**config.mk**
```make
export PLATFORM = sky130hd
export DESIGN_NAME = prio_intc
export DESIGN_NICKNAME = d
export VERILOG_FILES = /design/src/rtl/prio_intc_pkg.sv /design/src/rtl/prio_intc_edge.sv /design/src/rtl/prio_intc_pair.sv /design/src/rtl/prio_intc_resolve.sv /design/src/rtl/prio_intc.sv
export SDC_FILE = /design/constraint.sdc
export NUM_CORES = 1
export LEC_CHECK = 0
export BUFFER_PORTS_ARGS = -buffer_cell sky130_fd_sc_hd__buf_2
export CAP_MARGIN = 15
export CORE_AREA = 2 2 84 86
export DETAILED_ROUTE_END_ITERATION = 7
export DIE_AREA = 0 0 86 88
export HOLD_SLACK_MARGIN = 0.05
export MAX_ROUTING_LAYER = met4
export SLEW_MARGIN = 20
export SYNTH_ARGS = -nofsm -noshare
export SYNTH_HDL_FRONTEND = slang
export SYNTH_HIERARCHICAL = 1
export SYNTH_SLANG_ARGS = --single-unit
```
**constraint.sdc**
```tcl
create_clock -name clk -period 5.34 [get_ports clk]
set_input_delay 1.068 -clock clk [delete_from_list [all_inputs] [get_ports clk]]
set_output_delay 1.068 -clock clk [all_outputs]
set_load 0.02 [all_outputs]
```
**src/rtl/prio_intc_pkg.sv**
```systemverilog
package prio_intc_pkg;
  localparam int NSRC   = 6;
  localparam int NGRP   = 3;
  localparam int ID_W   = 3;
  localparam int CODE_W = 3;

  typedef enum logic [1:0] {
    ADDR_REQ  = 2'd0,
    ADDR_MASK = 2'd1,
    ADDR_PRIO = 2'd2,
    ADDR_NONE = 2'd3
  } reg_addr_e;

  // Group indices: A = sources 3/5, B = sources 0/2, C = sources 1/4.
  localparam logic [1:0] GRP_A = 2'd0;
  localparam logic [1:0] GRP_B = 2'd1;
  localparam logic [1:0] GRP_C = 2'd2;

  typedef struct packed {
    logic       valid;
    logic [1:0] first;
    logic [1:0] second;
    logic [1:0] third;
  } grp_order_t;

  // Source that wins a group when its select bit is 0.
  function automatic int grp_default_src(input int g);
    case (g)
      0:       return 5;
      1:       return 2;
      default: return 1;
    endcase
  endfunction

  // Source that wins a group when its select bit is 1.
  function automatic int grp_alt_src(input int g);
    case (g)
      0:       return 3;
      1:       return 0;
      default: return 4;
    endcase
  endfunction

  function automatic grp_order_t decode_order(input logic [CODE_W-1:0] code);
    grp_order_t o;
    o = '{valid: 1'b1, first: GRP_A, second: GRP_B, third: GRP_C};
    case (code)
      3'b001: begin o.first = GRP_C; o.second = GRP_A; o.third = GRP_B; end
      3'b010: begin o.first = GRP_A; o.second = GRP_B; o.third = GRP_C; end
      3'b011: begin o.first = GRP_A; o.second = GRP_C; o.third = GRP_B; end
      3'b100: begin o.first = GRP_B; o.second = GRP_C; o.third = GRP_A; end
      3'b101: begin o.first = GRP_C; o.second = GRP_B; o.third = GRP_A; end
      3'b110: begin o.first = GRP_B; o.second = GRP_A; o.third = GRP_C; end
      default: o.valid = 1'b0;
    endcase
    return o;
  endfunction
endpackage

```
**src/rtl/prio_intc_edge.sv**
```systemverilog
module prio_intc_edge #(
  parameter int WIDTH  = 6,
  parameter int STAGES = 2
) (
  input  logic             clk,
  input  logic             rst,
  input  logic [WIDTH-1:0] line_n,
  output logic [WIDTH-1:0] fall
);
  localparam int DEPTH = STAGES + 1;

  // pipe[0..STAGES-1] synchronise, pipe[STAGES] holds the previous value.
  logic [WIDTH-1:0] pipe [DEPTH];

  always_ff @(posedge clk) begin
    if (rst) begin
      for (int i = 0; i < DEPTH; i++) pipe[i] <= '1;
    end else begin
      pipe[0] <= line_n;
      for (int i = 1; i < DEPTH; i++) pipe[i] <= pipe[i-1];
    end
  end

  genvar b;
  generate
    for (b = 0; b < WIDTH; b++) begin : g_fall
      assign fall[b] = pipe[STAGES][b] & ~pipe[STAGES-1][b];
    end
  endgenerate
endmodule

```
**src/rtl/prio_intc_pair.sv**
```systemverilog
module prio_intc_pair #(
  parameter int SRC_X = 0,
  parameter int SRC_Y = 1,
  parameter int ID_W  = 3
) (
  input  logic            elig_x,
  input  logic            elig_y,
  input  logic            y_first,
  output logic            any,
  output logic [ID_W-1:0] id
);
  localparam logic [ID_W-1:0] ID_X = ID_W'(SRC_X);
  localparam logic [ID_W-1:0] ID_Y = ID_W'(SRC_Y);

  always_comb begin
    any = elig_x | elig_y;
    if (y_first) id = elig_y ? ID_Y : ID_X;
    else         id = elig_x ? ID_X : ID_Y;
  end
endmodule

```
**src/rtl/prio_intc_resolve.sv**
```systemverilog
module prio_intc_resolve
  import prio_intc_pkg::*;
(
  input  logic [NSRC-1:0]   elig,
  input  logic [CODE_W-1:0] code,
  input  logic [NGRP-1:0]   pair_sel,
  output logic              win_valid,
  output logic [ID_W-1:0]   win_id
);
  logic [NGRP-1:0] grp_any;
  logic [ID_W-1:0] grp_id [NGRP];
  grp_order_t      ord;

  genvar g;
  generate
    for (g = 0; g < NGRP; g++) begin : g_pair
      localparam int SX = grp_default_src(g);
      localparam int SY = grp_alt_src(g);
      prio_intc_pair #(.SRC_X(SX), .SRC_Y(SY), .ID_W(ID_W)) u_pair (
        .elig_x  (elig[SX]),
        .elig_y  (elig[SY]),
        .y_first (pair_sel[g]),
        .any     (grp_any[g]),
        .id      (grp_id[g])
      );
    end
  endgenerate

  always_comb begin
    ord       = decode_order(code);
    win_valid = 1'b0;
    win_id    = '0;
    if (ord.valid) begin
      if (grp_any[ord.first]) begin
        win_valid = 1'b1;
        win_id    = grp_id[ord.first];
      end else if (grp_any[ord.second]) begin
        win_valid = 1'b1;
        win_id    = grp_id[ord.second];
      end else if (grp_any[ord.third]) begin
        win_valid = 1'b1;
        win_id    = grp_id[ord.third];
      end
    end
  end
endmodule

```
**src/rtl/prio_intc.sv**
```systemverilog
module prio_intc
  import prio_intc_pkg::*;
#(
  parameter int SYNC_STAGES = 2,
  parameter int DATA_W      = 8,
  parameter int VEC_W       = 16
) (
  input  logic              clk,
  input  logic              rst,
  input  logic [NSRC-1:0]   irq_n,
  input  logic              reg_wr,
  input  logic [1:0]        reg_addr,
  input  logic [DATA_W-1:0] reg_wdata,
  output logic [DATA_W-1:0] reg_rdata,
  output logic              int_req,
  input  logic              ack,
  output logic              grant_valid,
  output logic [ID_W-1:0]   grant_id,
  output logic [VEC_W-1:0]  grant_vec,
  output logic              gie_clr
);
  localparam int GIE_BIT = DATA_W - 1;
  localparam int SEL_LSB = CODE_W;

  logic [NSRC-1:0]   req_q, en_q, edge_set, elig_w;
  logic              gie_q;
  logic [CODE_W-1:0] code_q;
  logic [NGRP-1:0]   sel_q;
  logic              win_valid;
  logic [ID_W-1:0]   win_id;
  logic              grant_fire;
  logic              code_rsv_w;
  logic              wr_req, wr_mask, wr_prio;

  prio_intc_edge #(.WIDTH(NSRC), .STAGES(SYNC_STAGES)) u_edge (
    .clk    (clk),
    .rst    (rst),
    .line_n (irq_n),
    .fall   (edge_set)
  );

  assign elig_w     = req_q & en_q & {NSRC{gie_q}};
  assign code_rsv_w = (code_q == '0) || (code_q == '1);

  prio_intc_resolve u_resolve (
    .elig      (elig_w),
    .code      (code_q),
    .pair_sel  (sel_q),
    .win_valid (win_valid),
    .win_id    (win_id)
  );

  assign grant_fire = ack & win_valid;
  assign wr_req     = reg_wr && (reg_addr == ADDR_REQ);
  assign wr_mask    = reg_wr && (reg_addr == ADDR_MASK);
  assign wr_prio    = reg_wr && (reg_addr == ADDR_PRIO);

  always_ff @(posedge clk) begin
    if (rst) begin
      req_q <= '0;
    end else begin
      logic [NSRC-1:0] nx;
      nx = req_q;
      if (wr_req) nx = reg_wdata[NSRC-1:0];
      if (grant_fire) nx[win_id] = 1'b0;
      req_q <= nx | edge_set;
    end
  end

  always_ff @(posedge clk) begin
    if (rst) begin
      en_q  <= '0;
      gie_q <= 1'b0;
    end else begin
      if (wr_mask) begin
        en_q  <= reg_wdata[NSRC-1:0];
        gie_q <= reg_wdata[GIE_BIT];
      end
      if (grant_fire) gie_q <= 1'b0;
    end
  end

  always_ff @(posedge clk) begin
    if (rst) begin
      code_q <= '0;
      sel_q  <= '0;
    end else if (wr_prio) begin
      code_q <= reg_wdata[CODE_W-1:0];
      sel_q  <= reg_wdata[SEL_LSB +: NGRP];
    end
  end

  always_ff @(posedge clk) begin
    if (rst) begin
      reg_rdata <= '0;
    end else begin
      case (reg_addr)
        ADDR_REQ:  reg_rdata <= DATA_W'(req_q);
        ADDR_MASK: reg_rdata <= {gie_q, {(DATA_W-1-NSRC){1'b0}}, en_q};
        default:   reg_rdata <= '0;
      endcase
    end
  end

  always_ff @(posedge clk) begin
    if (rst) begin
      int_req     <= 1'b0;
      grant_valid <= 1'b0;
      grant_id    <= '0;
      grant_vec   <= '0;
      gie_clr     <= 1'b0;
    end else begin
      int_req     <= win_valid;
      grant_valid <= grant_fire;
      gie_clr     <= grant_fire;
      if (grant_fire) begin
        grant_id  <= win_id;
        grant_vec <= VEC_W'(win_id) << 1;
      end
    end
  end
endmodule

```
# --- Word-level counts from Yosys, hierarchy flattened ---
# Memory sizes are Yosys's and may differ from the RTL's.
# Index checks and enable logic that the tools add are counted.
totals:
  in_bits: 20
  ram_bits: 18
  elab_cells: 107
  rom_bits: 0
  latchBits: 0
  regBits: 32
  mem_count: 1
classes:
  shifts: 0
  eq_ne: 8
  magnitude_cmp: 8
  mux: 47
  n_reduce_logical: 7
  n_addsub: 0
  div_mod_pow: 0
  mul: 0
  n_bitwise: 27
mem_list:
  columns: ["name", "depth", "word_bits", "read_ports", "rd_clocked_by_memory_dff", "wr", "line", "rtl"]
  rows:
  - ["u_edge.pipe", 3, 6, 3, 0, 3, "prio_intc_edge.sv:13", "logic [WIDTH-1:0] pipe [DEPTH];"]
ops:
  columns: ["cell", "count"]
  rows:
  - ["3-bit 2-to-1 mux", 16]
  - ["6-bit 2-to-1 mux", 7]
  - ["6-bit one-hot mux with 5 select lines", 1]
  - ["6-bit AND", 3]
  - ["3-bit binary-select mux with 2-bit select", 3]
  - ["8-bit one-hot mux with 2 select lines", 1]
  - ["1-bit 2-to-1 mux", 12]
  - ["3-bit == test, second input constant", 3]
  - ["3-bit greater-or-equal comparator, second input constant", 3]
  - ["2-bit by 3-bit < comparator with 1-bit output, second input constant", 3]
  - ["2-bit NOT with 3-bit output", 3]
  - ["1-bit AND", 7]
  - ["1-bit binary-select mux with 2-bit select", 3]
  - ["3-bit by 2-bit == test with 1-bit output, second input constant", 2]
  - ["2-bit 2-to-1 mux", 3]
  - ["1-bit NOT", 6]
  - ["6-bit NOT", 1]
  - ["1-bit OR", 6]
  - ["6-bit OR", 1]
  - ["6-bit OR reduction", 1]
  - ["1-bit logical AND", 4]
  - ["3-bit by 4-bit < comparator with 1-bit output, second input constant", 1]
  - ["1-bit demux with 3-bit select", 1]
  - ["3-bit by 1-bit == test with 1-bit output, second input constant", 1]
  - ["5 further kinds", 5]

# --- Logic depth before layout (Yosys ltp) ---
# Gate-level depths: netlist of run 1.
depth:
  ltp_word: 20
  depth_mapped: 11
  ltp_nobuf: 11

# --- By module ---
# Netlist of run 1, hierarchy kept.
by_module_without_submodules:
  columns: ["mod", "cells_per_inst", "seq_area_each_um2", "area_each_um2", "instances"]
  rows:
  - ["prio_intc", 149, 620.6, 1443.9, 1]
  - ["prio_intc_resolve", 71, 0.0, 545.5, 1]
  - ["prio_intc_edge", 43, 360.3, 521.8, 1]
  - ["prio_intc_pair", 6, 0.0, 33.8, 3]

# --- Least setup slack after synthesis of run 1 ---
# OpenSTA, ideal clock, no wires.
synth_path:
  path_type: "reg-to-reg"
  from: "register gie_q"
  to: "register req_q[1]"
  setup_ns: 0.124
  n_path_buf: 0
  arrival_time_ns: 2.099
  path_stages_with_launch: 10
  required_time_ns: 5.216
  synth_period_minus_slack_ns: 2.223
  path_slack_ns: 3.117
  cell_sequence: "dfxtp_1 and3_1 or2_1 mux2_1 o21ai_1 o21ai_0 a21oi_1 nand3b_1 nor3_1 a211oi_2"
synth_via:
  word_cells_on_any_way: 47
  cone_classes: "order compare: 2; mux: 36; bitwise: 8; reduce/logical: 1"
synth_lines:
  columns: ["item", "line", "rtl"]
  rows:
  - ["from (decl)", "prio_intc.sv:26", "logic gie_q;"]
  - ["from (signal assigned)", "prio_intc.sv:77", "gie_q <= reg_wdata[GIE_BIT];"]
  - ["6-bit AND *", "prio_intc.sv:42", "assign elig_w = req_q & en_q & {NSRC{gie_q}};"]
  - ["via elig_w[4]", "prio_intc.sv:25", "logic [NSRC-1:0] req_q, en_q, edge_set, elig_w;"]
  - ["1-bit OR *", "prio_intc_pair.sv:16", "any = elig_x | elig_y;"]
  - ["via u_resolve.grp_any[2]", "prio_intc_resolve.sv:10", "logic [NGRP-1:0] grp_any;"]
  - ["1-bit binary-select mux with 2-bit select", "prio_intc_resolve.sv:40", "end else if (grp_any[ord.third]) begin"]
  - ["1-bit 2-to-1 mux (implied by the code)", "prio_intc_resolve.sv:40", null]
  - ["3-bit 2-to-1 mux", "prio_intc_resolve.sv:40", null]
  - ["3-bit 2-to-1 mux", "prio_intc_resolve.sv:37", "end else if (grp_any[ord.second]) begin"]
  - ["(+2 left out)", null, null]
  - ["via win_id[0]", "prio_intc.sv:30", "logic [ID_W-1:0] win_id;"]
  - ["(+1 left out)", null, null]
  - ["1-bit logical AND (implied by the code)", "prio_intc.sv:65", "if (grant_fire) nx[win_id] = 1'b0;"]
  - ["1-bit 2-to-1 mux (implied by the code)", "prio_intc.sv:65", null]
  - ["1-bit demux with 3-bit select *", "prio_intc.sv:65", null]
  - ["6-bit NOT (no source line) *", null, null]
  - ["6-bit AND (no source line) *", null, null]
  - ["6-bit 2-to-1 mux *", "prio_intc.sv:65", null]
  - ["6-bit 2-to-1 mux *", "prio_intc.sv:59", "if (rst) begin"]
  - ["6-bit OR *", "prio_intc.sv:66", "req_q <= nx | edge_set;"]
  - ["to (signal assigned)", "prio_intc.sv:66", null]
  - ["to (decl)", "prio_intc.sv:25", null]
# The timed path passes the listed nets; every way through them passes the cells marked *. The select of a mux whose other input is x is not followed.
# A chain may end at the register's enable or synchronous reset.

==> flow_summary.html, run 1 <==
<table>
<tr><th>Metric</th><th>Value</th></tr>
<tr><th colspan="2">Run status</th></tr>
<tr><td>Result of the run</td><td>complete, no violations</td></tr>
<tr><th colspan="2">Power</th></tr>
<tr><td>Power per unit of standard cell area</td><td>262 nW/µm²</td></tr>
<tr><td>Maximum resistive drop on vdd</td><td>0.149 mV</td></tr>
<tr><td>Reported leakage power</td><td>1.17 nW</td></tr>
<tr><td>Total power</td><td>0.725 mW</td></tr>
<tr><th colspan="2">Clocking</th></tr>
<tr><td>Quantity of gates resized following cts</td><td>0</td></tr>
<tr><td>Buffer depth of the longest clock path</td><td>2</td></tr>
<tr><td>Clock root buffer</td><td>clkbuf_8</td></tr>
<tr><td>Hold_buf cts</td><td>0</td></tr>
<tr><td>CTS H-tree lvls</td><td>2</td></tr>
<tr><td>TritonCTS clock tree</td><td>built</td></tr>
<tr><td>Clock net sink count</td><td>49</td></tr>
<tr><td>Source-to-sink clock delay at the later pin of the worst-skew pair</td><td>0.30 ns</td></tr>
<tr><td>Number of buffers created by CTS</td><td>5</td></tr>
<tr><td>Clock-pin slew on the worst setup and hold paths</td><td>0.08 ns</td></tr>
<tr><td>Number of post-CTS setup repair buffers</td><td>0</td></tr>
<tr><th colspan="2">Run</th></tr>
<tr><td>Max Cap Violations</td><td>0</td></tr>
<tr><th colspan="2">Logic synthesis</th></tr>
<tr><td>Register bit total from synthesis</td><td>49</td></tr>
<tr><td>Avg Cell Area, Syn</td><td>9.30 µm²</td></tr>
<tr><td>Unique masters post-synth</td><td>42</td></tr>
<tr><td>YS warnings</td><td>6</td></tr>
<tr><td>Top cells by area in the synthesized netlist</td><td>dfxtp_1 38%, mux2i_1 12%, buf_4 7.5%</td></tr>
<tr><td>Cell count after synthesis</td><td>281</td></tr>
<tr><td>Number of flops mapped to enable cells by yosys</td><td>0</td></tr>
<tr><td>Most used flip-flop cell after synthesis</td><td>dfxtp_1</td></tr>
<tr><td>Post-synthesis cell area</td><td>2610 µm²</td></tr>
<tr><td>Leading area contributor after synthesis</td><td>dfxtp_1</td></tr>
<tr><td>Area share of the largest cell type after synthesis</td><td>37.5%</td></tr>
<tr><td>Sequential-to-total area share from yosys stat</td><td>37.5%</td></tr>
<tr><td>FFs w/ async S/R, synth</td><td>0%</td></tr>
<tr><th colspan="2">Cells and area</th></tr>
<tr><td>Share of cells above drive strength 1</td><td>18.3%</td></tr>
<tr><td>Register area</td><td>981 µm²</td></tr>
<tr><td>Layout overhead on the synthesized area</td><td>5.75%</td></tr>
<tr><td># nets final</td><td>320</td></tr>
<tr><td>Antenna cells</td><td>0</td></tr>
<tr><td>Commonest cells after routing, fill and taps aside</td><td>49 x dfxtp_1, 34 x buf_2, 31 x mux2i_1</td></tr>
<tr><td>Number of filler instances in the final layout</td><td>662</td></tr>
<tr><td>Area occupied by multi-input gates</td><td>1400 µm²</td></tr>
<tr><td>Leading cell type in the layout, fill and taps excluded</td><td>dfxtp_1</td></tr>
<tr><th colspan="2">Critical path</th></tr>
<tr><td>WS Path Type</td><td>register to register</td></tr>
<tr><td>Required time worst endpoint</td><td>5.49 ns</td></tr>
<tr><td>Largest fanout of any net on the critical path</td><td>8</td></tr>
<tr><td>Critical path startpoint category</td><td>register</td></tr>
<tr><td>Critical Path End Type</td><td>register</td></tr>
<tr><td>Crit path arrival time</td><td>2.98 ns</td></tr>
<tr><th colspan="2">Routing</th></tr>
<tr><td>Post-route DRC</td><td>0</td></tr>
<tr><td>Via-to-Cell Ratio</td><td>5.07</td></tr>
<tr><td>Routed Wire Length</td><td>5.06 mm</td></tr>
<tr><td>First-pass iteration count of the detailed router</td><td>4</td></tr>
<tr><td>Detailed Route Iter0 Violations</td><td>81</td></tr>
<tr><td>Antenna Nets Post-Route</td><td>0</td></tr>
<tr><td>Routed length per placed instance</td><td>13.3 µm</td></tr>
<tr><td>Total vias in the final route</td><td>1,928</td></tr>
<tr><th colspan="2">Die</th></tr>
<tr><td>Count of pins on the block boundary</td><td>50</td></tr>
<tr><td>Floorplan die height</td><td>88 µm</td></tr>
<tr><td>Core Footprint</td><td>6640 µm²</td></tr>
<tr><td>Starting density of the core</td><td>39.3%</td></tr>
<tr><td>Area of the die</td><td>7570 µm²</td></tr>
<tr><td>Die boundary width</td><td>86 µm</td></tr>
<tr><td>Num rows</td><td>30</td></tr>
<tr><th colspan="2">STA</th></tr>
<tr><td>Worst hold slack across all endpoints</td><td>0.410 ns</td></tr>
<tr><td>Fmax</td><td>0.354 GHz</td></tr>
<tr><td>Final hold violation count</td><td>0</td></tr>
<tr><td>TNS Setup</td><td>0 ns</td></tr>
<tr><td>Period utilization</td><td>52.9%</td></tr>
<tr><td>Max-Slew Margin vs Limit</td><td>45.3%</td></tr>
<tr><td>Setup repair after global routing missed its margin</td><td>false</td></tr>
<tr><td>Post-layout minimum cycle time</td><td>2.83 ns</td></tr>
<tr><td>Final Slew Violations</td><td>0</td></tr>
<tr><td>Final setup violation count</td><td>0</td></tr>
<tr><td>Post-route worst setup slack</td><td>2.51 ns</td></tr>
<tr><td>Measured slew at the worst slew-check pin</td><td>0.819 ns</td></tr>
<tr><td>Final setup skew</td><td>0.00856 ns</td></tr>
<tr><th colspan="2">Global route</th></tr>
<tr><td>Number of antenna violations at the first check in global routing</td><td>0</td></tr>
<tr><td>Largest net degree at the start of global routing</td><td>44</td></tr>
<tr><td>Via count of the first global-routing pass</td><td>1,731</td></tr>
<tr><td>Sum of overflow across all layers after global routing</td><td>0</td></tr>
<tr><td>Global-route usage over all layers</td><td>14.6%</td></tr>
<tr><td>Global-route wire length before repair</td><td>8.40 mm</td></tr>
<tr><th colspan="2">Place</th></tr>
<tr><td>IO buf count</td><td>34</td></tr>
<tr><td>Post-Place Setup Slack</td><td>2.52 ns</td></tr>
<tr><td>Final weighted congestion in routability-driven placement</td><td>0.906</td></tr>
<tr><td>HPWL Detailed</td><td>3.65 mm</td></tr>
<tr><th colspan="2">Hold path</th></tr>
<tr><td>Hold Crit Class</td><td>register to register</td></tr>
</table>
## area by class of cell
| type | count | share of cell area, % |
|---|---|---|
| multi-input cells | 208 | 50.5 |
| repair buffers | 34 | 6.16 |
| flip-flops and latches | 49 | 35.5 |
| clock inverters | 2 | 1.40 |
| well taps | 80 | 3.62 |
| clock buffers | 5 | 2.49 |
| inverters | 2 | 0.272 |
## cells in the mapped netlist (5+ instances only)
cell / instances
or2_1: 22
nor2_1: 23
dfxtp_1: 49
a211oi_1: 9
nor2b_1: 10
buf_4: 26
buf_6: 6
mux2i_1: 31
nand2b_1: 5
and3_1: 6
o221ai_1: 7
a211oi_2: 6
a21oi_1: 18
nand2_1: 13
## through the flow
step	util [%]	instances	cell area, µm²
after global routing	41.6	380	2760
after detailed placement	40.0	373	2660
final	41.6	380	2760
after CTS	41.6	380	2760
after global placement	40.0	373	2660
after floorplan	-	295	2670
## path summary, 6_finish.rpt
kind	end	startpoint	depth (start not counted)	slack (ns)
worst max-delay path	req_q[1]	gie_q	10	2.51
worst min-delay path	u_edge/pipe[0][6]	u_edge/pipe[0][0]	1	0.41
worst max register to register	req_q[1]	gie_q	10	2.51
worst min register to register	u_edge/pipe[0][6]	u_edge/pipe[0][0]	1	0.41
## critical path, stage by stage (launching register included)
cell and delay (ns):
dfxtp_1 0.48, and3_1 0.25, nor2_1 0.07, a21oi_1 0.37, o221ai_1 0.20, a22oi_1 0.23
mux2i_1 0.09, a21oi_1 0.50, nand3b_1 0.19, nor3_1 0.24, a211oi_2 0.05
## report_power, final
part,total (mW),switching (mW),internal [mW]
registers,0.389,0.0110,0.378
logic,0.0793,0.0474,0.0320
clock network,0.257,0.118,0.139
total,0.725,0.176,0.548
## registers in the layout, summed over array words and instances (netlist names)
signal / count
reg_rdata: 7
grant_id: 3
en_q: 6
int_req: 1
gie_q: 1
code_q: 3
req_q: 6
sel_q: 3
gie_clr: 1
u_edge/pipe: 18
## per-layer routing
layer | up-vias | wire length, µm | GRT usage, %
li1 | 987 | - | -
met1 | 891 | 2350 | 18.8
met2 | 45 | 2420 | 22.8
met3 | 5 | 234 | 3.49
met4 | 0 | 48 | 3.90
met5 | - | 0 | -
## cell families (layout without fill, tap and decap cells)
kind of cell / after synthesis / count (layout) / share of synthesized area [%]
simple gates: 100 / 100 / 21.8
compound gates: 57 / 57 / 16.3
flops: 49 / 49 / 37.5
buf+inv: 38 / 43 / 11.0
mux: 33 / 33 / 12.7
other cells: 4 / 18 / 0.575
Power figures use the tool's default switching activity.
==> run 2, diff against run 1 <==
clock period = 2.7 ns   (was 5.34 ns; I/O delays follow)
==> flow_summary.html, run 2 (same netlist as run 1, synthesis figures left out) <==
<table>
<tr><th>Metric</th><th>Value</th></tr>
<tr><th colspan="2">Cells and area</th></tr>
<tr><td>Largest registers</td><td>u_edge/pipe: 18 flops, reg_rdata: 7 flops</td></tr>
<tr><td>Number of standard cells in the layout, taps in and fillers out</td><td>394</td></tr>
<tr><td>Share of cells above drive strength 1</td><td>22.6%</td></tr>
<tr><td>Commonest cells after routing, fill and taps aside</td><td>48 x dfxtp_1, 34 x buf_2, 31 x mux2i_1</td></tr>
<tr><td>Number of filler instances in the final layout</td><td>656</td></tr>
<tr><td>Post-route cell area</td><td>2850 µm²</td></tr>
<tr><td>Layout overhead on the synthesized area</td><td>9.24%</td></tr>
<tr><td>Antenna cells</td><td>0</td></tr>
<tr><td># nets final</td><td>333</td></tr>
<tr><td>Top register by number of flip-flops</td><td>u_edge/pipe</td></tr>
<tr><td>Leading cell type in the layout, fill and taps excluded</td><td>dfxtp_1</td></tr>
<tr><td>Flip-flop count of the largest register after layout</td><td>18</td></tr>
<tr><th colspan="2">Power</th></tr>
<tr><td>Power per unit of standard cell area</td><td>486 nW/µm²</td></tr>
<tr><td>Reported leakage power</td><td>1.24 nW</td></tr>
<tr><td>Maximum resistive drop on vdd</td><td>0.344 mV</td></tr>
<tr><td>Total power</td><td>1.39 mW</td></tr>
<tr><th colspan="2">Clocking</th></tr>
<tr><td>Clock net sink count</td><td>49</td></tr>
<tr><td>Source-to-sink clock delay at the later pin of the worst-skew pair</td><td>0.30 ns</td></tr>
<tr><td>Clock root buffer</td><td>clkbuf_8</td></tr>
<tr><td>Hold_buf cts</td><td>0</td></tr>
<tr><td>Buffer depth of the longest clock path</td><td>2</td></tr>
<tr><td>Clock-pin slew on the worst setup and hold paths</td><td>0.09 ns</td></tr>
<tr><td>TritonCTS clock tree</td><td>built</td></tr>
<tr><td>Number of buffers created by CTS</td><td>5</td></tr>
<tr><td>CTS H-tree lvls</td><td>2</td></tr>
<tr><th colspan="2">Run</th></tr>
<tr><td>Max Cap Violations</td><td>0</td></tr>
<tr><th colspan="2">STA</th></tr>
<tr><td>Period utilization</td><td>92.1%</td></tr>
<tr><td>Final Slew Violations</td><td>0</td></tr>
<tr><td>Fmax</td><td>0.402 GHz</td></tr>
<tr><td>Final setup skew</td><td>0.00766 ns</td></tr>
<tr><td>TNS Setup</td><td>0 ns</td></tr>
<tr><td>Setup repair after global routing missed its margin</td><td>false</td></tr>
<tr><td>Measured slew at the worst slew-check pin</td><td>0.531 ns</td></tr>
<tr><td>Post-layout minimum cycle time</td><td>2.49 ns</td></tr>
<tr><td>Max-Slew Margin vs Limit</td><td>64.5%</td></tr>
<tr><td>Final hold violation count</td><td>0</td></tr>
<tr><td>Final setup violation count</td><td>0</td></tr>
<tr><th colspan="2">Routing</th></tr>
<tr><td>Routed length per placed instance</td><td>13.4 µm</td></tr>
<tr><td>Met3 wirelength from detailed routing</td><td>306 µm</td></tr>
<tr><td>Antenna Nets Post-Route</td><td>0</td></tr>
<tr><td>Total vias in the final route</td><td>2,014</td></tr>
<tr><td>Detailed Route Iter0 Violations</td><td>95</td></tr>
<tr><td>Post-route DRC</td><td>0</td></tr>
<tr><td>Highest signal layer in the routed design</td><td>met4</td></tr>
<tr><td>Metal1 wirelength</td><td>2.47 mm</td></tr>
<tr><td>Routed Wire Length</td><td>5.27 mm</td></tr>
<tr><td>Detailed route wirelength on metal2</td><td>2.41 mm</td></tr>
<tr><td>First-pass iteration count of the detailed router</td><td>4</td></tr>
<tr><td>Via-to-Cell Ratio</td><td>5.11</td></tr>
<tr><th colspan="2">Global route</th></tr>
<tr><td>Number of antenna violations at the first check in global routing</td><td>0</td></tr>
<tr><td>Largest net degree at the start of global routing</td><td>28</td></tr>
<tr><td>Via count of the first global-routing pass</td><td>1,848</td></tr>
<tr><td>Global-route usage over all layers</td><td>15.1%</td></tr>
<tr><td>Global-route wire length before repair</td><td>8.67 mm</td></tr>
<tr><td>Sum of overflow across all layers after global routing</td><td>0</td></tr>
<tr><th colspan="2">Critical path</th></tr>
<tr><td>Critical Path Slowest Stage Cell</td><td>dfxtp_2</td></tr>
<tr><td>Sum of buffers and inverters on the critical path</td><td>1</td></tr>
<tr><td>WS Path Type</td><td>register to register</td></tr>
<tr><td>Required time worst endpoint</td><td>2.89 ns</td></tr>
<tr><td>Family with the most delay on the worst path</td><td>simple AND/OR/NAND/NOR gates</td></tr>
<tr><td>CP dominant cell by count</td><td>mux2i_1</td></tr>
<tr><td>Critical path startpoint category</td><td>register</td></tr>
<tr><td>Maximum cell stage delay along the critical path</td><td>0.41 ns</td></tr>
<tr><td>Critical Path End Type</td><td>register</td></tr>
<tr><td>Largest fanout of any net on the critical path</td><td>8</td></tr>
<tr><td>Crit path arrival time</td><td>2.67 ns</td></tr>
<tr><td>List of cells traversed by the critical path</td><td>and3_1 -&gt; or2_1 -&gt; mux2i_1 -&gt; mux2_2 -&gt; a211oi_1 -&gt; mux2i_1 -&gt; a21oi_1 -&gt; buf_4 -&gt; nor3b_1 -&gt; a211oi_2</td></tr>
<tr><th colspan="2">Run status</th></tr>
<tr><td>Result of the run</td><td>complete, no violations</td></tr>
<tr><th colspan="2">Place</th></tr>
<tr><td>IO buf count</td><td>34</td></tr>
<tr><td>Final weighted congestion in routability-driven placement</td><td>0.900</td></tr>
<tr><td>Area of placed instances</td><td>2750 µm²</td></tr>
<tr><td>HPWL Detailed</td><td>3.91 mm</td></tr>
<tr><td>Number of placed instances with taps included</td><td>386</td></tr>
<tr><th colspan="2">Die</th></tr>
<tr><td>Floorplan die height</td><td>88 µm</td></tr>
<tr><td>Die boundary width</td><td>86 µm</td></tr>
<tr><td>Count of pins on the block boundary</td><td>50</td></tr>
<tr><td>Area of the die</td><td>7570 µm²</td></tr>
<tr><td>Starting density of the core</td><td>39.3%</td></tr>
<tr><td>Core Footprint</td><td>6640 µm²</td></tr>
<tr><td>Num rows</td><td>30</td></tr>
<tr><th colspan="2">Hold path</th></tr>
<tr><td>Hold Crit Class</td><td>register to register</td></tr>
</table>
## run 2: path summary, 6_finish.rpt
| check | depth (start not counted) | startpoint | slack, ns | end |
|---|---|---|---|---|
| setup reg to reg | 10 | gie_q | 0.21 | req_q[3] |
| hold / removal | 1 | u_edge/pipe[0][4] | 0.41 | u_edge/pipe[0][10] |
| setup / recovery | 10 | gie_q | 0.21 | req_q[3] |
| hold reg to reg | 1 | u_edge/pipe[0][4] | 0.41 | u_edge/pipe[0][10] |
## run 2: metal layers
layer	up-vias	global-route usage [%]
met2	56	23.7
met1	933	19.1
met4	0	5.19
met3	8	3.49
met5	-	-
li1	1017	-
## run 2: report_power, final
group / switching [mW] / internal, mW / leakage, nW
Sequential: 0.0179 / 0.748 / 0.401
Clock: 0.243 / 0.208 / 0.0512
Combinational: 0.101 / 0.0709 / 0.784
## run 2: through the flow
stage / utilization [%] / setup WS [ns] / hold slack [ns]
finish: 43.0 / 0.214 / 0.410
global route: 43.0 / 0.0178 / 0.398
detailed placement: 41.4 / 0.157 / 0.392
floorplan: - / 0.477 / 0.383
global placement: 41.4 / 0.131 / 0.385
CTS: 42.9 / 0.136 / 0.399
## run 2: what timing repair did
item	4_1_cts	5_1_grt
setup endpoints to repair	0	4
setup buffers	0	0
resized for setup	0	2
endpoints found under the hold margin	0	0
## run 2: layout make-up
cell class | instances | area [µm²] | area share, %
Sequential cell | 49 | 982 | 34.4
Multi-Input combinational cell | 208 | 1400 | 49.1
Clock buffer | 6 | 82.6 | 2.89
Inverter | 2 | 7.51 | 0.263
Tap cell | 80 | 100 | 3.51
Timing Repair Buffer | 47 | 268 | 9.38
Clock inverter | 2 | 13.8 | 0.482
## run 2: worst register-to-register path, delay by kind of cell, from the launching register on
| family | cells | cell delay (ns) |
|---|---|---|
| AND/OR/NAND/NOR | 3 | 0.66 |
| multiplexers | 3 | 0.55 |
| AO/OA/AOI/OAI | 3 | 0.56 |
| flip-flops | 1 | 0.41 |
| buffers and inverters | 1 | 0.20 |
